### src/rtl/lsc_pkg.sv
package lsc_pkg;
   typedef struct packed {
      logic flash;     // 1 flash, 0 steady
      logic pin_led2;  // 1 pin carries LED2, 0 the C level
      logic pin_trig;  // 1 pin is a trigger input
      logic deb_long;  // 1 long debounce window
   } lsc_mode_t;

   localparam lsc_mode_t MODE_RST = '{flash: 1'b1, pin_led2: 1'b1, pin_trig: 1'b1, deb_long: 1'b1};
   localparam int        STOP_W   = 3;
   localparam logic [STOP_W-1:0] STOP_RST = '1;

   typedef enum logic { SEL_STOP = 1'b0, SEL_MODE = 1'b1 } lsc_sel_e;
endpackage

### src/rtl/lsc_regs.sv
module lsc_regs
   import lsc_pkg::*;
#(
   parameter int DATA_W = 8
) (
   input  logic                  clk,
   input  logic                  rst_n,
   input  logic                  wr,
   input  lsc_sel_e              sel,
   input  logic [DATA_W-1:0]     wdata,
   output logic [STOP_W-1:0]     stop_lvl,
   output lsc_mode_t             mode
);
   localparam int MODE_LSB = DATA_W - 4;

   generate
      if (DATA_W < 8) begin : g_bad_width
         $error("lsc_regs: DATA_W must be at least 8");
      end
   endgenerate

   logic unused_bits;
   assign unused_bits = ^{wdata[MODE_LSB-1:STOP_W]};

   always_ff @(posedge clk or negedge rst_n) begin
      if (!rst_n) begin
         stop_lvl <= STOP_RST;
         mode     <= MODE_RST;
      end else if (wr) begin
         if (sel == SEL_MODE) mode     <= lsc_mode_t'(wdata[DATA_W-1:MODE_LSB]);
         else                 stop_lvl <= wdata[STOP_W-1:0];
      end
   end


   mode_hold_chk: assert property (@(posedge clk) disable iff (!rst_n)
      !(wr && sel == SEL_MODE) |=> $stable(mode));

   stop_hold_chk: assert property (@(posedge clk) disable iff (!rst_n)
      !(wr && sel == SEL_STOP) |=> $stable(stop_lvl));
endmodule

### src/rtl/lsc_flash_div.sv
module lsc_flash_div #(
   parameter int HALF = 10
) (
   input  logic clk,
   input  logic rst_n,
   input  logic restart,
   output logic phase     // 0 on half, 1 off half
);
   generate
      if (HALF < 1) begin : g_bad_half
         $error("lsc_flash_div: HALF must be at least 1");
      end

      if (HALF == 1) begin : g_toggle
         always_ff @(posedge clk or negedge rst_n) begin
            if (!rst_n)       phase <= 1'b0;
            else if (restart) phase <= 1'b0;
            else              phase <= ~phase;
         end
      end else begin : g_count
         localparam int CW = $clog2(HALF);
         logic [CW-1:0] cnt;
         always_ff @(posedge clk or negedge rst_n) begin
            if (!rst_n) begin
               cnt   <= '0;
               phase <= 1'b0;
            end else if (restart) begin
               cnt   <= '0;
               phase <= 1'b0;
            end else if (cnt == CW'(HALF - 1)) begin
               cnt   <= '0;
               phase <= ~phase;
            end else begin
               cnt   <= cnt + 1'b1;
            end
         end


         half_wrap_chk: assert property (@(posedge clk) disable iff (!rst_n)
            (!restart && cnt == CW'(HALF - 1)) |=> (phase != $past(phase)));
      end
   endgenerate


   restart_phase_chk: assert property (@(posedge clk) disable iff (!rst_n)
      restart |=> !phase);
endmodule

### src/rtl/lsc_led_drive.sv
module lsc_led_drive (
   input  logic play_q,
   input  logic sect_q,
   input  logic phase,
   input  logic flash,
   input  logic lvl_c,
   input  logic opt_alternate,
   input  logic opt_led1_sect,
   input  logic opt_led2_sect,
   output logic led1,
   output logic led2
);
   logic active, wave1, wave2, en1;

   always_comb begin
      active = play_q & sect_q;
      wave1  = flash ? ~phase : 1'b1;
      wave2  = flash ? (opt_alternate ? phase : ~phase) : 1'b1;
      en1    = opt_led1_sect ? active : play_q;
      led1   = en1 & wave1;
      led2   = opt_led2_sect ? (active & wave2) : lvl_c;
   end
endmodule

### src/rtl/lsc_pin_mux.sv
module lsc_pin_mux
   import lsc_pkg::*;
(
   input  lsc_mode_t mode,
   input  logic      led2,
   input  logic      lvl_c,
   output logic      pin_out,
   output logic      pin_oe
);
   always_comb begin
      if (mode.pin_trig) begin
         pin_oe  = 1'b0;
         pin_out = 1'b0;
      end else begin
         pin_oe  = 1'b1;
         pin_out = mode.pin_led2 ? led2 : lvl_c;
      end
   end
endmodule

### src/rtl/led_stop_ctrl.sv
module led_stop_ctrl
   import lsc_pkg::*;
#(
   parameter int DATA_W   = 8,
   parameter int CLK_HZ   = 3_000_000,
   parameter int FLASH_HZ = 3
) (
   input  logic              clk,
   input  logic              rst_n,
   input  logic              reg_wr,
   input  logic              reg_sel,
   input  logic [DATA_W-1:0] reg_wdata,
   input  logic              playing,
   input  logic              sect_led_on,
   input  logic              opt_alternate,
   input  logic              opt_led1_sect,
   input  logic              opt_led2_sect,
   output logic              led1,
   output logic              pin4_out,
   output logic              pin4_oe,
   output logic              stpa,
   output logic              stpb,
   output logic              deb_long
);
   localparam int HALF = CLK_HZ / (2 * FLASH_HZ);

   generate
      if (FLASH_HZ < 1 || CLK_HZ < 2 * FLASH_HZ) begin : g_bad_rate
         $error("led_stop_ctrl: CLK_HZ must be at least twice FLASH_HZ");
      end
   endgenerate

   logic [STOP_W-1:0] stop_lvl;
   lsc_mode_t         mode;
   logic              play_q, sect_q, phase, restart, led2;

   assign restart = playing & ~play_q;

   always_ff @(posedge clk or negedge rst_n) begin
      if (!rst_n) begin
         play_q <= 1'b0;
         sect_q <= 1'b0;
      end else begin
         play_q <= playing;
         sect_q <= sect_led_on;
      end
   end

   lsc_regs #(.DATA_W(DATA_W)) i_regs (
      .clk(clk), .rst_n(rst_n), .wr(reg_wr), .sel(lsc_sel_e'(reg_sel)),
      .wdata(reg_wdata), .stop_lvl(stop_lvl), .mode(mode));

   lsc_flash_div #(.HALF(HALF)) i_div (
      .clk(clk), .rst_n(rst_n), .restart(restart), .phase(phase));

   lsc_led_drive i_led (
      .play_q(play_q), .sect_q(sect_q), .phase(phase), .flash(mode.flash),
      .lvl_c(stop_lvl[2]), .opt_alternate(opt_alternate),
      .opt_led1_sect(opt_led1_sect), .opt_led2_sect(opt_led2_sect),
      .led1(led1), .led2(led2));

   lsc_pin_mux i_pin (
      .mode(mode), .led2(led2), .lvl_c(stop_lvl[2]),
      .pin_out(pin4_out), .pin_oe(pin4_oe));

   assign stpa     = stop_lvl[0];
   assign stpb     = stop_lvl[1];
   assign deb_long = mode.deb_long;


   stop_wr_chk: assert property (@(posedge clk) disable iff (!rst_n)
      (reg_wr && !reg_sel) |=> (stpa == $past(reg_wdata[0]) && stpb == $past(reg_wdata[1])));

   trig_pin_hiz_chk: assert property (@(posedge clk) disable iff (!rst_n)
      mode.pin_trig |-> (!pin4_oe && !pin4_out));

   idle_dark_chk: assert property (@(posedge clk) disable iff (!rst_n)
      !play_q |-> !led1);

   led2_level_chk: assert property (@(posedge clk) disable iff (!rst_n)
      (!opt_led2_sect && !mode.pin_trig) |-> (pin4_out == stop_lvl[2]));
endmodule

### config.mk
export PLATFORM = sky130hd
export DESIGN_NAME = led_stop_ctrl
export DESIGN_NICKNAME = d
export VERILOG_FILES = /design/src/rtl/lsc_pkg.sv /design/src/rtl/lsc_regs.sv /design/src/rtl/lsc_flash_div.sv /design/src/rtl/lsc_led_drive.sv /design/src/rtl/lsc_pin_mux.sv /design/src/rtl/led_stop_ctrl.sv
export SDC_FILE = /design/constraint.sdc
export NUM_CORES = 1
export LEC_CHECK = 0
export ABC_AREA = 1
export BUFFER_PORTS_ARGS = -buffer_cell sky130_fd_sc_hd__clkbuf_2
export CAP_MARGIN = 5
export CORE_UTILIZATION = 35
export CTS_BUF_LIST = sky130_fd_sc_hd__clkbuf_16
export CTS_CLUSTER_SIZE = 40
export DETAILED_ROUTE_END_ITERATION = 10
export GPL_ROUTABILITY_DRIVEN = 0
export PLACE_DENSITY_LB_ADDON = 0.2
export SLEW_MARGIN = 20
export SYNTH_ARGS = -nofsm -noshare
export SYNTH_HDL_FRONTEND = slang
export SYNTH_SLANG_ARGS = --single-unit
### constraint.sdc
create_clock -name clk -period 1.7 [get_ports clk]
set_input_delay 0.34 -clock clk [delete_from_list [all_inputs] [get_ports clk]]
set_output_delay 0.34 -clock clk [all_outputs]
set_load 0.02 [all_outputs]
# Word-level counts from Yosys, hierarchy flattened
# Index checks and enable logic that the tools add are counted.
# op_classes
n_addsub,1
n_eq_ne,1
muxes,12
n_reduce_logical,3
bitwise,7
# op_table
op,n
$mux W19,2
$add A19 B1 Y19 const B,1
$eq A19 B19 Y1 const B,1
$mux W1,10
$and A1 B1 Y1,4
$reduce_and A2 Y1,2
$not A1 Y1,3
$reduce_bool A2 Y1,1
# word_totals
elab_cells,33
ff_bits,29
out_inout_bits,6

# Longest topological paths before layout
# Gate-level depths: netlist of the first run.
# logic_depth
ltp_word,7
mapped_depth,9
mapped_depth_nobuf,9

# Hierarchy
# A second synthesis of the first run with hierarchy kept.
# hier_totals
cells_unflattened,211
hier_area_um2,1582.8
# by_module_without_submodules
module,area_per_inst_um2,seq_area_each_um2,cells_per_inst,instances
lsc_flash_div,1144.8,500.5,155,1
lsc_regs,296.5,183.9,32,1
led_stop_ctrl,60.1,50.0,4,1
lsc_led_drive,56.3,0.0,14,1
lsc_pin_mux,25.0,0.0,6,1

# Worst setup path after synthesis of the first run
# OpenSTA, ideal clock, no wires.
# synth_path
kind,register to output
from,reg i_regs.mode[2] (netlist name)
to,out pin4_out
path_slack_ns,0.248
t_required_ns,1.360
arrival_ns,1.112
path_stages_with_launch,5
path_cell_list,dfstp_2 > nand2_1 > nor3_1 > o21ai_0 > a21oi_1
# synth_via
elab_chain_len,2
# synth_rtl
item,line,source
$mux W1,lsc_pin_mux.sv:16,pin_out = mode.pin_led2 ? led2 : lvl_c;
$mux W1,lsc_pin_mux.sv:11,if (mode.pin_trig) begin
end: declaration,led_stop_ctrl.sv:19,"output logic pin4_out,"
# No other way between the ends.

# Final worst setup path of the first run
# layout_path
from,reg i_regs.mode[2] (netlist name)
to,out pin4_out
# layout_via
elab_chain_len,2
# layout_rtl
item,line
$mux W1,lsc_pin_mux.sv:16
$mux W1,lsc_pin_mux.sv:11
# No other way between the ends.

==> metrics.md, run 1 <==
| Metric | Value |
|---|---|
| DRC | 0 |
| Share of the synthesized area in the top cell type | 0.362 |
| Critical-path cell list | nand2_2 -> nor3_2 -> o21ai_1 -> a21oi_1 -> buf_4 |
| Layout fillers | ~430 |
| CP peak stage delay | approximately 0.53 ns |
| Global Route Usage Sum | 0.149 |
| Vias in the first global route | between 1000 and 1500 |
| Layout cells sized above 1 | 0.267 |
| WL/cell | 11.1 um |
| Crit-path slowest cell | dfstp_2 |
| Largest net degree at the start of global routing | 30 |
| CP endpoint kind | output port |
| ANT cells | 0 |
| Hold Fails Final Rpt | 0 |
| Status | finished, final reports clean |
| Critical Path RT | roughly 1.4 ns |
| Longest Clk Path Bufs | 2 |
| Average footprint of a synthesized cell | around 8.0 um^2 |
| Gr ovfl total | 0 |
| Initial antenna violation count | 0 |
| Root buffer cell | clkbuf_16 |
| Synth area leader | dfrtp_1 |
| Ports | 23 |
| Layout Cells excl Fill | around 270 |
| Fmax | approximately 610 MHz |
| Slew Limit Fails | 0 |
| IO buf count | 21 |
| Die X | just under 70 um |
| Fin crit share | 0.972 |
| Pleak | around 0.9 nW |
| Mapped cell area | ~1500 um^2 |
| CTS tree | done |
| Synth Instances | 190 |
| Final Core Density | 0.456 |
| Synth Register Bits | 29 |
| Critical Setup Path Class | flip-flop to output port |
| Final WL | ~3000 um |
| Worst-path clk slew | about 0.05 ns |
| Max_cap viols | 0 |
| Syn Nets | between 200 and 250 |
| First-pass GRT wire length | between 4000 and 5000 um |
| Clk_lat worst skew | 0.27 ns |
| Final setup fails | 0 |
| Die area | ~4600 um^2 |
| Hold Path Class | input pin to asynchronous set/reset pin |
| Setup slack after layout | between 0.04 and 0.05 ns |
| Worst slack at placement | 0.105 ns |
| Post-synthesis sequential area ratio | 0.483 |
| Slew margin rel. | 0.755 |
| Synth Warn # | 0 |
| Crit path max-delay family | flip-flops |
| 1st-iter DRT viols | 42 |
| H-tree levels | 2 |
| Peak VDD IR | 0.521 mV |
| Library cells used by synthesis | 24 |
| CP startpoint kind | flip-flop |
| Hold buffer count at cts | 0 |
| Unrepaired setup endpoints after global routing | yes |
| Die height | roughly 68 um |
| Total clock sinks | 29 |
| Via count | between 1000 and 1500 |
| Max FO, Critical Path | 2 |
| WP data arrival | ~1.3 ns |
| Clk_skew | between 0.005 and 0.006 ns |
| Post-route cell area | roughly 1900 um^2 |
| Worst Path Buf+Inv | 1 |
| Area contributors post-synth | dfrtp_1, dfstp_2, nand2_1 |
| Final ANT Viol Nets | 0 |
| Hpwl dp | approximately 2300 um |
| Slew @ Worst Pin | 0.368 ns |
| Core area | ~4000 um^2 |
| R2R depth | 8 |
| Placed cells | around 260 |
| First-pass DRT Iterations | 4 |
| Critical path depth in cells | 5 |
| Area after DPL | around 1700 um^2 |
| PD cells | approximately 1000 nW/um^2 |
| FP Rows | 23 |
| Layout area overhead | 22.4% |
| Drt via density | between 4 and 5 |
| CTS Buf Count | 5 |
| Post-CTS Setup Repair Bufs | 0 |
| Final #Nets | 238 |
| Final min period | 1.65 ns |
| Starting density of the core | 0.372 |
==> stage by stage <==
stage          power [mW]  hold slack [ns]  TNS [ns]
2_1_floorplan       0.965           0.0444         0
3_3_place_gp         1.05            0.374         0
3_5_place_dp         1.05            0.370         0
4_1_cts              1.90           0.0813         0
5_1_grt              1.97            0.115  -0.00458
6_report             1.88           0.0682         0
==> registers in the layout, indices dropped and copies added (netlist names) <==
name	flops
sect_q	1
i_regs.mode	4
i_div.phase	1
i_div.g_count.cnt	19
i_regs.stop_lvl	3
play_q	1
==> cell families after synthesis <==
group / Yosys count / share of synthesized area
mux: 6 / 0.0444
compound gates: 10 / 0.0378
xor+xnor: 6 / 0.0345
fa+ha+maj: 1 / 0.00822
buf+inv: 26 / 0.0641
flops: 29 / 0.483
simple gates: 112 / 0.328
==> synthesized netlist by cell type <==
cell,number
nor3_1,4
nor2_2,2
dfstp_2,7
nor2_1,38
o21ai_0,2
nand2_2,5
nand4_1,1
mux2_2,6
nor3_2,1
nand3_2,1
xor2_1,5
nand3_1,9
o21ai_1,1
inv_1,25
dfrtp_1,22
o21ai_2,1
nor3b_1,2
xnor2_1,1
a21oi_1,5
nor2_4,3
a221oi_1,1
ha_1,1
clkinv_1,1
nand2_1,46
==> timing repair <==
action | in CTS | in global routing
resized for setup | 4 | 2
setup endpoints to repair | 1 | 5
hold endpoints to repair | 0 | 0
==> power breakdown <==
group	internal (mW)	switching [mW]
combinational	0.0938	0.124
clock	0.534	0.302
sequential	0.774	0.0488
total	1.40	0.475
==> area by class of cell <==
| type | count | area, um^2 | share of cell area |
|---|---|---|---|
| Clock buffer | 5 | 125 | 0.0672 |
| Multi-Input combinational cell | 135 | 702 | 0.377 |
| Tap cell | 50 | 62.6 | 0.0336 |
| Timing Repair Buffer | 23 | 123 | 0.0659 |
| Clock inverter | 3 | 17.5 | 0.00941 |
| Sequential cell | 29 | 734 | 0.394 |
| Inverter | 26 | 97.6 | 0.0524 |
==> layer usage <==
layer  GRT usage  vias to the layer above  part of all wire
li1            -                      652                 -
met3      0.0450                        5             0.032
met1       0.199                      588              0.49
met5           0                        -                 0
met4      0.0703                        0             0.016
met2       0.217                       15              0.46
==> final timing paths <==
check,startpoint,end,slack (ns)
worst max-delay path,i_regs.mode[2],pin4_out,0.05
worst min-delay path,rst_n,i_div.g_count.cnt[4],0.07
worst max register to register,i_div.g_count.cnt[0],i_div.g_count.cnt[18],0.15
worst min register to register,i_div.g_count.cnt[0],i_div.g_count.cnt[0],0.47
max in group asynchronous,rst_n,i_regs.stop_lvl[1],1.32
min in group clk,sect_led_on,sect_q,0.17
==> placed cells by master (no fill, tap or decap), drive strengths merged, types with 2 or more instances in the layout <==
master  netlist  layout
inv          25      25
nor3          5       5
nor2         43      43
clkbuf        0      25
nand2        51      51
o21ai         4       4
clkinv        1       3
buf           0       3
dfrtp        22      22
nor3b         2       2
nand3        10      10
a21oi         5       5
xor2          5       5
mux2          6       6
dfstp         7       7
Note: power is estimated with default switching activity, not from simulation.
==> run 2: changes to the inputs <==
PLACE_DENSITY_LB_ADDON = 0.25   (was 0.2)
SYNTH_HIERARCHICAL = 1   (was default)
==> run 2 against run 1 <==
The flow now finishes with violations (negative setup slack). Hold slack hardly changed. Via count up 8.5%. Highest routed layer unchanged. Non-clock buffer count is 4 higher. Critical path depth rose by 5. Area after synthesis up 4.0%. Total power is 0.32% lower. Routed wire length up 7.9%. Sequential share of layout area fell by 1.5 points. Fmax decreased by 4.5%. Clock power is 2.6% lower.
==> metrics.md, run 2 <==
| Metric | Value |
|---|---|
| Count leader, synth | nand2_1 (unchanged) |
| Slew Limit Fails | 0 (unchanged) |
| CTS Buf Count | 5 (unchanged) |
| Switch share | 0.254 (was 0.253) |
| Clock power frac | 0.435 (was 0.446) |
| Gr ovfl total | 0 (unchanged) |
| Largest Register | i_div/g_count.cnt (was i_div.g_count.cnt) |
| FP Rows | 24 (was 23) |
| Fin crit share | 1.02 (was 0.972) |
| ANT cells | 0 (unchanged) |
| Die area | 4790 um^2 (was 4610 um^2) |
| Drt via density | 4.62 (was 4.65) |
| Initial antenna violation count | 0 (unchanged) |
| Largest net degree at the start of global routing | 30 (unchanged) |
| Final setup fails | 1 (was 0) |
| Clk_skew | 0.00295 ns (was 0.00580 ns) |
| Worst-path clk slew | 0.05 ns (about the same) |
| Logic gate share of total power | 0.128 (was 0.116) |
| Hold buffer count at cts | 0 (unchanged) |
| Most common cell after layout, fill and taps aside | nand2_1 (unchanged) |
| Failing checks | negative setup slack |
| First-pass DRT Iterations | 4 (unchanged) |
| Area after DPL | 1780 um^2 (was 1700 um^2) |
| Final WL | 3250 um (was 3010 um) |
| Reg power frac | 0.437 (was 0.438) |
| Longest Clk Path Bufs | 2 (unchanged) |
| Core area | 4350 um^2 (was 4090 um^2) |
| Synth area leader | dfrtp_1 (unchanged) |
| Final ANT Viol Nets | 0 (unchanged) |
| Global Route Usage Sum | 0.157 (was 0.149) |
| Top FF cell, synth | dfrtp_1 (unchanged) |
| CTS tree | done (unchanged) |
| Hpwl dp | 2470 um (was 2310 um) |
| Hold Fails Final Rpt | 0 (unchanged) |
| Hold_ws | 0.0686 ns (was 0.0682 ns) |
| Layout Cells excl Fill | 296 (was 271) |
| Post-synth EDFFs | 0 (unchanged) |
| WL/cell | 11.0 um (was 11.1 um) |
| Average footprint of a synthesized cell | 7.50 um^2 (was 8.01 um^2) |
| CP endpoint kind | output port (unchanged) |
| First-pass GRT wire length | 5840 um (was 4910 um) |
| Synth Instances | 211 (was 190) |
| PD cells | 967 nW/um^2 (was 1010 nW/um^2) |
| Max_cap viols | 0 (unchanged) |
| Syn Nets | 229 (was 208) |
| CP startpoint kind | flip-flop (unchanged) |
| Post-route cell area | 1940 um^2 (was 1860 um^2) |
| 1st-iter DRT viols | 91 (was 42) |
| Asr flop ratio synth | 1.00 (unchanged) |
| Internal power | 1.40 mW (about the same) |
| Synth cell count leaders | nand2_1, nor2_1, dfrtp_1, inv_1, nand3_1 (was nand2_1, nor2_1, inv_1) |
| Via count | 1367 (was 1260) |
| Die X | 69.2 um (was 67.9 um) |
| Post-synthesis sequential area ratio | 0.464 (was 0.483) |
| Critical Setup Path Class | flip-flop to output port (unchanged) |
| Layout area overhead | 22.3% (was 22.4%) |
| Die height | 69.2 um (was 67.9 um) |
| Slew @ Worst Pin | 0.368 ns (about the same) |
| Worst slack at placement | 0.140 ns (was 0.105 ns) |
| Peak VDD IR | 0.502 mV (was 0.521 mV) |
| Synth Warn # | 6 (was 0) |
| Slew margin rel. | 0.755 (about the same) |
| Share of the synthesized area in the top cell type | 0.348 (was 0.362) |
| WP data arrival | 1.39 ns (was 1.31 ns) |
| Psw | 0.476 mW (was 0.475 mW) |
| Placed cells | 287 (was 263) |
| Vias in the first global route | 1316 (was 1115) |
| Starting density of the core | 0.364 (was 0.372) |
| Setup TNS | -0.0293 ns (was 0 ns) |
| Leading registers by flop count | i_div/g_count.cnt x19, i_regs/mode x4, i_regs/stop_lvl x3 (was i_div.g_count.cnt x19, i_regs.mode x4, i_regs.stop_lvl x3) |
| Pleak | 0.959 nW (was 0.881 nW) |
| Status | finished, violations left (was finished, final reports clean) |
| Mapped cell area | 1580 um^2 (was 1520 um^2) |
| DRC | 0 (unchanged) |
| Final min period | 1.73 ns (was 1.65 ns) |
| Max FFs per register | 19 (unchanged) |
| Layout cells sized above 1 | 0.230 (was 0.267) |
| Setup slack after layout | -0.0293 ns (was 0.0480 ns) |
| IO buf count | 21 (unchanged) |
| Max FO, Critical Path | 3 (was 2) |
| Area contributors post-synth | dfrtp_1, nand2_1, dfstp_2 (was dfrtp_1, dfstp_2, nand2_1) |
| Synth Register Bits | 29 (unchanged) |
| R2R depth | 8 (unchanged) |
| Clk_lat worst skew | 0.27 ns (about the same) |
| H-tree levels | 2 (unchanged) |
| Critical Path RT | 1.36 ns (about the same) |
| Ports | 23 (unchanged) |
| Root buffer cell | clkbuf_16 (unchanged) |
| Fmax | 578 MHz (was 605 MHz) |
| Library cells used by synthesis | 23 (was 24) |
| Unrepaired setup endpoints after global routing | yes (unchanged) |
| Total clock sinks | 29 (unchanged) |
| Most frequent cells in the layout | nand2_1, nor2_1, inv_1, dfrtp_1, clkbuf_2 (unchanged) |
| Final #Nets | 261 (was 238) |
| Hold Path Class | input pin to asynchronous set/reset pin (unchanged) |
-- run 2: per-layer routing --
| metal | vias up | global-route usage | wire length (um) | share of wire |
|---|---|---|---|---|
| met5 | - | 0 | 0 | 0 |
| met4 | 0 | 0.0612 | 46 | 0.014 |
| met3 | 4 | 0.0523 | 126 | 0.039 |
| met2 | 31 | 0.248 | 1510 | 0.46 |
| met1 | 619 | 0.198 | 1570 | 0.48 |
| li1 | 713 | - | - | - |
-- run 2: worst paths after layout --
path | from | end | slack (ns)
max in group asynchronous | rst_n | i_regs/mode[1] | 1.32
worst min-delay path | rst_n | i_div/g_count.cnt[7] | 0.07
min in group clk | sect_led_on | sect_q | 0.18
worst min register to register | i_regs/stop_lvl[0] | i_regs/stop_lvl[0] | 0.46
worst max register to register | i_div/g_count.cnt[0] | i_div/phase | 0.14
worst max-delay path | i_regs/mode[3] | pin4_out | -0.03
-- run 2: cell type report --
class	instances	area (um^2)
repair buffers	27	159
multi-input cells	156	748
flip-flops and latches	29	734
clock inverters	3	13.8
well taps	52	65.1
fillers	431	2420
clock buffers	5	125
inverters	24	90.1
-- run 2: repair_timing --
action | in CTS | in global routing
endpoints found under the hold margin | 0 | 0
gates resized for setup | 3 | 1
setup endpoints to repair | 1 | 2
buffers inserted | 1 | 0
-- run 2: critical path: stages (launching register included) --
cell,delay [ns]
dfstp_2,0.55
nand2_2,0.05
nand2_1,0.05
nand2_1,0.04
nand2_1,0.05
nand2_1,0.04
inv_1,0.04
nand2_1,0.04
nand2_1,0.07
nor2_2,0.04
clkbuf_8,0.14
-- run 2: cells by family (layout without fill, tap and decap cells) --
logic type               Yosys count  in the layout  synth area share
AO/OA/AOI/OAI                      5              5            0.0261
XOR/XNOR                           9              9            0.0498
adder cells (fa/ha/maj)            1              1           0.00790
buffers and inverters             26             59            0.0664
flip-flops                        29             29             0.464
AND/OR/NAND/NOR                  141            141             0.386
-- run 2: power groups by stage --
stage / clock [mW] / combinational (mW) / sequential, mW
floorplan: 0 / 0.140 / 0.827
global placement: 0 / 0.225 / 0.825
detailed placement: 0 / 0.228 / 0.827
CTS: 0.839 / 0.242 / 0.818
global route: 0.879 / 0.278 / 0.826
finish: 0.814 / 0.239 / 0.819
-- run 2: through the flow --
| step | utilization | power (mW) |
|---|---|---|
| after detailed placement | 0.408 | 1.06 |
| final | 0.445 | 1.87 |
| after floorplan | - | 0.967 |
| after global routing | 0.445 | 1.98 |
| after CTS | 0.444 | 1.90 |
| after global placement | 0.408 | 1.05 |
